[src/rtl/cfgreg_pkg.sv]
package cfgreg_pkg;

    // Opcode bit positions for the refresh register; the device decodes them.
    localparam int PAGE_BIT = 7;
    localparam int TEMP_LSB = 5;
    localparam int TEMP_W   = 2;
    localparam int DPD_BIT  = 4;
    localparam int PAR_LSB  = 0;
    localparam int PAR_W    = 3;

    typedef enum logic [TEMP_W-1:0] {
        TEMP_70C = 2'b00,
        TEMP_45C = 2'b01,
        TEMP_15C = 2'b10,
        TEMP_85C = 2'b11
    } temp_range_e;

    typedef enum logic [PAR_W-1:0] {
        PAR_ALL     = 3'b000,
        PAR_LOW_3Q  = 3'b001,
        PAR_LOW_HALF= 3'b010,
        PAR_LOW_1Q  = 3'b011,
        PAR_NONE    = 3'b100,
        PAR_UP_3Q   = 3'b101,
        PAR_UP_HALF = 3'b110,
        PAR_UP_1Q   = 3'b111
    } par_region_e;

    typedef struct packed {
        logic        page_en;
        temp_range_e temp;
        logic        dpd_en;
        par_region_e par;
    } rfr_fields_t;

    typedef enum logic [2:0] {
        PH_IDLE  = 3'd0,
        PH_LEAD  = 3'd1,
        PH_SETUP = 3'd2,
        PH_PULSE = 3'd3,
        PH_HOLD  = 3'd4,
        PH_TAIL  = 3'd5
    } phase_e;

    typedef struct packed {
        logic cre;
        logic cs_n;
        logic we_n;
    } bus_ctl_t;

    // Control line levels for each phase of the configuration cycle.
    function automatic bus_ctl_t phase_controls(phase_e ph);
        bus_ctl_t c;
        c.cre  = (ph != PH_IDLE);
        c.cs_n = !(ph == PH_SETUP || ph == PH_PULSE || ph == PH_HOLD);
        c.we_n = (ph != PH_PULSE);
        return c;
    endfunction

endpackage

[src/rtl/cfgreg_opcode_build.sv]
module cfgreg_opcode_build
    import cfgreg_pkg::*;
#(
    parameter int ADDR_W       = 24,
    parameter int CTRL_SEL_BIT = 19
) (
    input  logic              sel,
    input  rfr_fields_t       fields,
    input  logic [ADDR_W-1:0] raw,
    output logic [ADDR_W-1:0] opcode
);

    logic [ADDR_W-1:0] rfr_op;

    // Refresh register opcode: every bit not named below is reserved and stays 0.
    always_comb begin
        rfr_op = '0;
        rfr_op[PAGE_BIT]                  = fields.page_en;
        rfr_op[TEMP_LSB +: TEMP_W]        = fields.temp;
        rfr_op[DPD_BIT]                   = ~fields.dpd_en;
        rfr_op[PAR_LSB +: PAR_W]          = fields.par;
    end

    always_comb begin
        if (sel) begin
            opcode               = raw;
            opcode[CTRL_SEL_BIT] = 1'b1;
        end else begin
            opcode               = rfr_op;
            opcode[CTRL_SEL_BIT] = 1'b0;
        end
    end

endmodule

[src/rtl/cfgreg_phase_timer.sv]
module cfgreg_phase_timer #(
    parameter int TW = 4
) (
    input  logic          clk,
    input  logic          rst,
    input  logic          load,
    input  logic [TW-1:0] load_val,
    output logic          expired
);

    logic [TW-1:0] cnt;

    always_ff @(posedge clk) begin
        if (rst) begin
            cnt <= '0;
        end else if (load) begin
            cnt <= load_val;
        end else if (cnt != '0) begin
            cnt <= cnt - 1'b1;
        end
    end

    assign expired = (cnt == '0);

endmodule

[src/rtl/cfgreg_wr_fsm.sv]
module cfgreg_wr_fsm
    import cfgreg_pkg::*;
#(
    parameter int TW       = 4,
    parameter int LEAD_CYC = 1,
    parameter int TAIL_CYC = 1
) (
    input  logic          clk,
    input  logic          rst,
    input  logic          start,
    input  logic [TW-1:0] setup_len,
    input  logic [TW-1:0] pulse_len,
    input  logic          expired,
    output logic          load,
    output logic [TW-1:0] load_val,
    output phase_e        phase,
    output logic          done
);

    // Guard lengths are loaded as count-minus-one; both must be 1..2**TW.
    localparam logic [TW-1:0] LEAD_LOAD = TW'(LEAD_CYC - 1);
    localparam logic [TW-1:0] TAIL_LOAD = TW'(TAIL_CYC - 1);

    phase_e nxt;
    logic   finish;

    always_comb begin
        nxt      = phase;
        load     = 1'b0;
        load_val = '0;
        finish   = 1'b0;
        case (phase)
            PH_IDLE: if (start) begin
                nxt = PH_LEAD;  load = 1'b1; load_val = LEAD_LOAD;
            end
            PH_LEAD: if (expired) begin
                nxt = PH_SETUP; load = 1'b1; load_val = setup_len;
            end
            PH_SETUP: if (expired) begin
                nxt = PH_PULSE; load = 1'b1; load_val = pulse_len;
            end
            PH_PULSE: if (expired) begin
                nxt = PH_HOLD;  load = 1'b1; load_val = '0;
            end
            PH_HOLD: if (expired) begin
                nxt = PH_TAIL;  load = 1'b1; load_val = TAIL_LOAD;
            end
            PH_TAIL: if (expired) begin
                nxt = PH_IDLE;  finish = 1'b1;
            end
            default: nxt = PH_IDLE;
        endcase
    end

    always_ff @(posedge clk) begin
        if (rst) begin
            phase <= PH_IDLE;
            done  <= 1'b0;
        end else begin
            phase <= nxt;
            done  <= finish;
        end
    end

endmodule

[src/rtl/cfgreg_wr_seq.sv]
module cfgreg_wr_seq
    import cfgreg_pkg::*;
#(
    parameter int ADDR_W       = 24,
    parameter int CTRL_SEL_BIT = 19,
    parameter int TW           = 4,
    parameter int LEAD_CYC     = 1,
    parameter int TAIL_CYC     = 1
) (
    input  logic              clk,
    input  logic              rst,
    input  logic              req_valid,
    input  logic              req_sel,
    input  logic              req_page_en,
    input  logic [1:0]        req_temp,
    input  logic              req_dpd_en,
    input  logic [2:0]        req_par,
    input  logic [ADDR_W-1:0] req_raw,
    input  logic [TW-1:0]     req_setup,
    input  logic [TW-1:0]     req_pulse,
    output logic              busy,
    output logic              done,
    output logic [ADDR_W-1:0] mem_addr,
    output logic              mem_cre,
    output logic              mem_cs_n,
    output logic              mem_we_n,
    output logic              mem_oe_n,
    output logic              mem_dq_oe
);

    typedef struct packed {
        logic [ADDR_W-1:0] op;
        logic [TW-1:0]     setup;
        logic [TW-1:0]     pulse;
    } txn_t;

    rfr_fields_t       fields;
    logic [ADDR_W-1:0] opcode;
    txn_t              txn_q;
    phase_e            phase;
    logic              start;
    logic              tmr_load;
    logic [TW-1:0]     tmr_val;
    logic              tmr_expired;
    bus_ctl_t          ctl;

    always_comb begin
        fields.page_en = req_page_en;
        fields.temp    = temp_range_e'(req_temp);
        fields.dpd_en  = req_dpd_en;
        fields.par     = par_region_e'(req_par);
    end

    cfgreg_opcode_build #(
        .ADDR_W       (ADDR_W),
        .CTRL_SEL_BIT (CTRL_SEL_BIT)
    ) i_opcode (
        .sel    (req_sel),
        .fields (fields),
        .raw    (req_raw),
        .opcode (opcode)
    );

    assign start = req_valid && (phase == PH_IDLE);

    // The whole transaction is frozen at acceptance; later requests never reach it.
    always_ff @(posedge clk) begin
        if (rst) begin
            txn_q <= '0;
        end else if (start) begin
            txn_q.op    <= opcode;
            txn_q.setup <= req_setup;
            txn_q.pulse <= req_pulse;
        end
    end

    cfgreg_phase_timer #(
        .TW (TW)
    ) i_timer (
        .clk      (clk),
        .rst      (rst),
        .load     (tmr_load),
        .load_val (tmr_val),
        .expired  (tmr_expired)
    );

    cfgreg_wr_fsm #(
        .TW       (TW),
        .LEAD_CYC (LEAD_CYC),
        .TAIL_CYC (TAIL_CYC)
    ) i_fsm (
        .clk       (clk),
        .rst       (rst),
        .start     (start),
        .setup_len (txn_q.setup),
        .pulse_len (txn_q.pulse),
        .expired   (tmr_expired),
        .load      (tmr_load),
        .load_val  (tmr_val),
        .phase     (phase),
        .done      (done)
    );

    assign ctl       = phase_controls(phase);
    assign busy      = (phase != PH_IDLE);
    assign mem_cre   = ctl.cre;
    assign mem_cs_n  = ctl.cs_n;
    assign mem_we_n  = ctl.we_n;
    assign mem_addr  = busy ? txn_q.op : '0;
    assign mem_oe_n  = 1'b1;
    assign mem_dq_oe = 1'b0;

endmodule

[config.mk]
export PLATFORM = sky130hd
export DESIGN_NAME = cfgreg_wr_seq
export DESIGN_NICKNAME = d
export VERILOG_FILES = /design/src/rtl/cfgreg_pkg.sv /design/src/rtl/cfgreg_opcode_build.sv /design/src/rtl/cfgreg_phase_timer.sv /design/src/rtl/cfgreg_wr_fsm.sv /design/src/rtl/cfgreg_wr_seq.sv
export SDC_FILE = /design/constraint.sdc
export NUM_CORES = 1
export LEC_CHECK = 0
export BUFFER_PORTS_ARGS = -buffer_cell sky130_fd_sc_hd__buf_2
export CORE_ASPECT_RATIO = 0.75
export CORE_UTILIZATION = 40
export CTS_BUF_LIST = sky130_fd_sc_hd__clkbuf_16
export CTS_CLUSTER_SIZE = 14
export DETAILED_ROUTE_END_ITERATION = 10
export PLACE_DENSITY = 0.68
export SYNTH_ARGS = -nofsm -noshare
export SYNTH_HDL_FRONTEND = slang
export SYNTH_SLANG_ARGS = --single-unit
export TNS_END_PERCENT = 100
[constraint.sdc]
create_clock -name clk -period 2.9 [get_ports clk]
set_clock_uncertainty 0.05 [all_clocks]
set_input_delay 0.58 -clock clk [delete_from_list [all_inputs] [get_ports clk]]
set_output_delay 0.58 -clock clk [all_outputs]
set_load 0.01 [all_outputs]
Word-level counts from Yosys, hierarchy flattened
Cells that the tools add are included.
- output and inout port bits: 31
- flip-flop bits (word level): 40
- word-level logic and storage cells: 50
- add/subtract/negate cells: 1
- equality and inequality tests: 12
- mux-type cells: 17
- bitwise operators: 2
- reduce and logical (&&, ||, !) cells: 12
- operator list (cell ; count):
    $mux W24 ; 2
    $mux W3 ; 6
    $pmux W3 S6 ; 1
    $mux W4 ; 4
    $ne A2 B1 Y1 const B ; 6
    $pmux W4 S2 ; 1
    $eq A3 B2 Y1 const B ; 2
    $eq A3 B3 Y1 const B ; 2
    $reduce_and A6 Y1 ; 1
    $logic_not A4 Y1 ; 1
    $reduce_bool A4 Y1 ; 1
    $reduce_or A4 Y1 ; 1
    $sub A4 B1 Y4 const B ; 1
    $eq A3 B1 Y1 const B ; 1
    $logic_not A3 Y1 ; 1
    $ne A3 B2 Y1 const B ; 1
    $reduce_bool A3 Y1 ; 1
    $logic_or A1 B1 Y1 ; 2
    $mux W1 ; 2
    $not A1 Y1 ; 2
    $pmux W1 S2 ; 1
    $reduce_bool A2 Y1 ; 1
    $reduce_or A2 Y1 ; 1
    $logic_and A1 B1 Y1 ; 1
    $logic_not A1 Y1 ; 1

Depth between registers and ports, before layout
- depth after elaboration: 5
- depth in mapped cells: 7

Hierarchy
A second synthesis with hierarchy kept.
- cell total of the unflattened synthesis: 262
- area, all modules: 2467.4 um^2
- by module, submodules not included (module ; area each (um^2) ; times used ; cells each):
    cfgreg_wr_seq ; 1717.9 ; 1 ; 176
    cfgreg_wr_fsm ; 305.3 ; 1 ; 35
    cfgreg_phase_timer ; 229.0 ; 1 ; 24
    cfgreg_opcode_build ; 215.2 ; 1 ; 27

Worst setup path after synthesis
OpenSTA, ideal clock, no wires.
- path kind: reg2out
- start: register i_fsm.phase[0]
- end: output mem_cre
- cell stages (with the launch flop): 6
- setup slack: 0.956 ns
- arrival time: 1.314 ns
- data required time: 2.270 ns
- buffers on the path: 3
- cell sequence: dfxtp_1 > buf_6 > nor3_4 > clkbuf_1 > inv_1 > buf_4
- word-level cells in the longest chain between the ends: 1
- RTL lines (item ; line ; text):
    from (decl) ; cfgreg_wr_fsm.sv:16 ; output phase_e phase,
    from (signal assigned) ; cfgreg_wr_fsm.sv:60 ; phase <= nxt;
    $reduce_bool A3 Y1 ; n/a ;
    to (decl) ; cfgreg_wr_seq.sv:24 ; output logic mem_cre,
No other way between the ends.

Worst setup path in the final report
- start: register i_fsm.phase[2]
- end: output mem_addr[23]
- word-level cells in the longest chain between the ends: 2
- RTL lines (item ; line ; text):
    $reduce_bool A3 Y1 ; cfgreg_wr_seq.sv:105 ; assign busy = (phase != PH_IDLE);
    $mux W24 ; cfgreg_wr_seq.sv:109 ; assign mem_addr = busy ? txn_q.op : '0;
    to (decl) ; cfgreg_wr_seq.sv:23 ; output logic [ADDR_W-1:0] mem_addr,
No other way between the ends.

==> summary.txt <==
Clock network
  • Hold_buf cts: 0
  • Clk sinks: 40
  • Clock transition at path regs: approximately 0.050 ns
  • Post-CTS Setup Inserts: 0
  • TritonCTS clock tree: done
  • Cts repair resizes: 0
  • CTS Buf Count: 5
  • Later-pin clock latency in the skew report: ~0.27 ns
  • # H-tree levels: 2
  • CTS max path bufs: 2
  • Clock tree root buffer cell: clkbuf_16

Power and ir drop
  • Total power: about 2100 µW
  • Combinational share of power: 39.3%
  • Sw frac: 38.2%
  • Worst vdd ir: 0.438 mV
  • Internal power: ~1300 µW
  • P_sw: 794 µW
  • Leak Pwr: 0.00105 µW
  • Sequential share of power: 36.2%
  • Clk pwr share: 24.5%
  • PwrDens: 880 mW/mm²

Cells and area
  • FF+latch area: 801 µm²
  • Area Growth Syn to Fin: 23.3%
  • Multi-input gate area in the final layout: 967 µm²
  • Final nets: 339
  • Ant diodes: 0
  • Share of layout cells above drive strength 1: 28.0%
  • Layout fillers: 451
  • Non-Filler Instances: 353

Setup path
  • R2r endpoint: txn_q[15]
  • Nature of the critical path endpoint: output pin
  • Crit path launch type: register
  • Critical Path Fanout Max: 20
  • Worst Path Required: 2.27 ns
  • Worst r2r src: i_fsm.phase[2]
  • R2R depth: 5
  • Crit Path Class: reg -> out
  • R2r setup slk: 0.81 ns
  • Critical Path Source: i_fsm.phase[2]
  • CP arrival: 1.68 ns

Status
  • Status: finished, final reports clean

Die
  • Die area: a little over 0.005 mm²
  • Core region area: ~0.0045 mm²
  • Die Height: 62.0 µm
  • Width of the die: 82.0 µm
  • I/O Pins: 74
  • FP Rows: 21
  • Starting Density: 42.2%

Synth
  • Main combinational cell family by area after synthesis: simple AND/OR/NAND/NOR gates
  • Mapped Area: 0.00192 mm²
  • XOR/XNOR Fraction of Synth Area: between 1 and 1.5%
  • Mapped Avg Cell Area: 8.10 µm²
  • Synth area leader: dfxtp_1
  • EDFF count, synth: 0
  • Synth Area in Adders: 0.652%
  • Multiplexer area fraction after synthesis: approximately 3.1%
  • Complex-gate fraction of the synthesized area: between 10% and 20%
  • Sequential area share after synthesis: a little over two fifths
  • Seq cells post-synth: 40
  • Synth top area share: 41.7%
  • Simple-gate share of the synthesized area: 28.5%
  • Mapped Cells: 237
  • Ranking of synthesized cells by area: dfxtp_1 42%, nor2b_1 8.1%, a21oi_1 7.6%
  • Leading cell types by count after synthesis: 40 x dfxtp_1, 37 x nand2_1, 29 x a21oi_1
  • Syn_nets: around 280
  • Netlist cell types: 38
  • Post-synthesis async set-or-reset flop share: 0%
  • Synthesis Warnings: 0
  • Most common cell in the netlist: dfxtp_1
  • Post-synth top flop: dfxtp_1

Worst hold path
  • Type of the worst min-delay path: reg -> reg
  • Hold_sp: txn_q[25]
  • Hold path endpoint: txn_q[25]
  • Hold path cells: 2

Global route
  • Vias in the first global route: 1463
  • Gr ovfl total: 0
  • Largest net degree at the start of global routing: 40
  • First-pass GRT wire length: 6.51 mm
  • Initial antenna violation count: 0
  • GRT Total Usage: ~17%

Routing
  • 1st-pass router iterations: 4
  • Final WL: 4.25 mm
  • WL per Instance: between 10 and 15 µm
  • Final ANT Viol Nets: 0
  • Initial DRC Count: around 110
  • DRC: 0
  • Vias: 1762
  • Vias/cell: 4.99

Placement
  • Placer Congestion: just over 0.8
  • Port bufs: 70
  • Dpl cells: 345
  • Dpl hpwl: 2.91 mm

Run
  • Max-cap violation count: 0

Timing
  • Setup violators final: 0
  • Least-Margin Pin Slew: 0.703 ns
  • Post-layout minimum cycle time: 2.31 ns
  • Setup TNS: 0 ns
  • RSZ-0062 raised after global routing: false
  • Count of final hold-check violations: 0
  • Highest Clock Rate: 432 MHz
  • Pins Over Slew Limit: 0
  • Fin crit share: between 70 and 80%
  • Worst slew margin: 53.1%
==> cell families (layout without fill, tap and decap cells) <==
logic type      after synthesis  in the layout
simple gates                107            107
compound gates               52             52
flops                        40             40
buf+inv                      26             85
mux                           6              6
xor+xnor                      3              3
other cells                   2              2
fa+ha+maj                     1              1
==> power groups by stage <==
stage / registers (µW) / logic (µW) / clock network (µW)
floorplan: 715 / 689 / 0
global route: 770 / 923 / 548
global placement: 760 / 807 / 0
detailed placement: 763 / 823 / 0
finish: 754 / 817 / 511
CTS: 752 / 825 / 527
==> worst max-delay path, cell delays in order (launching register included) <==
cell     delay [ns]
dfxtp_1        0.47
nor3_4         0.40
buf_4          0.32
nor2b_1        0.08
buf_2          0.14
==> cell type report <==
cell class / instances / area share [%]
sequential: 40 / 33.8
inverter: 4 / 0.635
tap: 57 / 3.01
clock buffer: 5 / 5.29
clock inverter: 3 / 0.582
multi-input combinational: 171 / 40.9
timing repair buffer: 73 / 15.8
==> layer usage <==
metal / part of all wire (%) / up-vias / GRT usage, %
li1: - / 917 / -
met3: 8.3 / 4 / 6.28
met5: 0 / - / 0
met2: 45 / 70 / 27.5
met4: 0.56 / 0 / 5.26
met1: 47 / 771 / 21.7
==> how the worst max path moves through the flow <==
stage	slack [ns]	to	cells after the start
after global placement	0.83	i_timer.cnt[1]	5
after global routing	0.47	mem_cre	4
after detailed placement	0.79	txn_q[15]	5
after floorplan	0.96	mem_cre	5
after CTS	0.57	busy	4
final	0.59	mem_addr[23]	4
==> cell usage in the layout (no fill, tap or decap), types with 2 or more instances in the layout <==
cell       count
buf_4          3
clkinv_2       2
and3_1         2
a21oi_1       29
nand3_1       18
a22oi_1        4
and2b_1        2
mux2i_1        6
nor3_1         3
nor2b_1       25
nor2_1        11
dfxtp_1       40
inv_1          4
a211oi_1       7
clkbuf_16      5
o211ai_1       2
o21ai_0        4
xor2_1         2
conb_1         2
buf_2         70
nand2_1       37
==> stage by stage <==
| stage | hold slack (ns) | cell area [µm²] | util (%) | setup WS (ns) |
|---|---|---|---|---|
| 5_1_grt | 0.406 | 2370 | 52.1 | 0.467 |
| 2_1_floorplan | 0.377 | 1920 | - | 0.956 |
| 4_1_cts | 0.396 | 2370 | 52.1 | 0.572 |
| 6_report | 0.395 | 2370 | 52.1 | 0.587 |
| 3_5_place_dp | 0.388 | 2230 | 49.0 | 0.795 |
| 3_3_place_gp | 0.383 | 2230 | 49.0 | 0.832 |
==> sequential cells by signal (all words and copies together), names as in the netlist <==
register / flops
i_fsm.phase: 3
i_fsm.done: 1
txn_q: 32
i_timer.cnt: 4
Note: power is estimated with default switching activity, not from simulation.
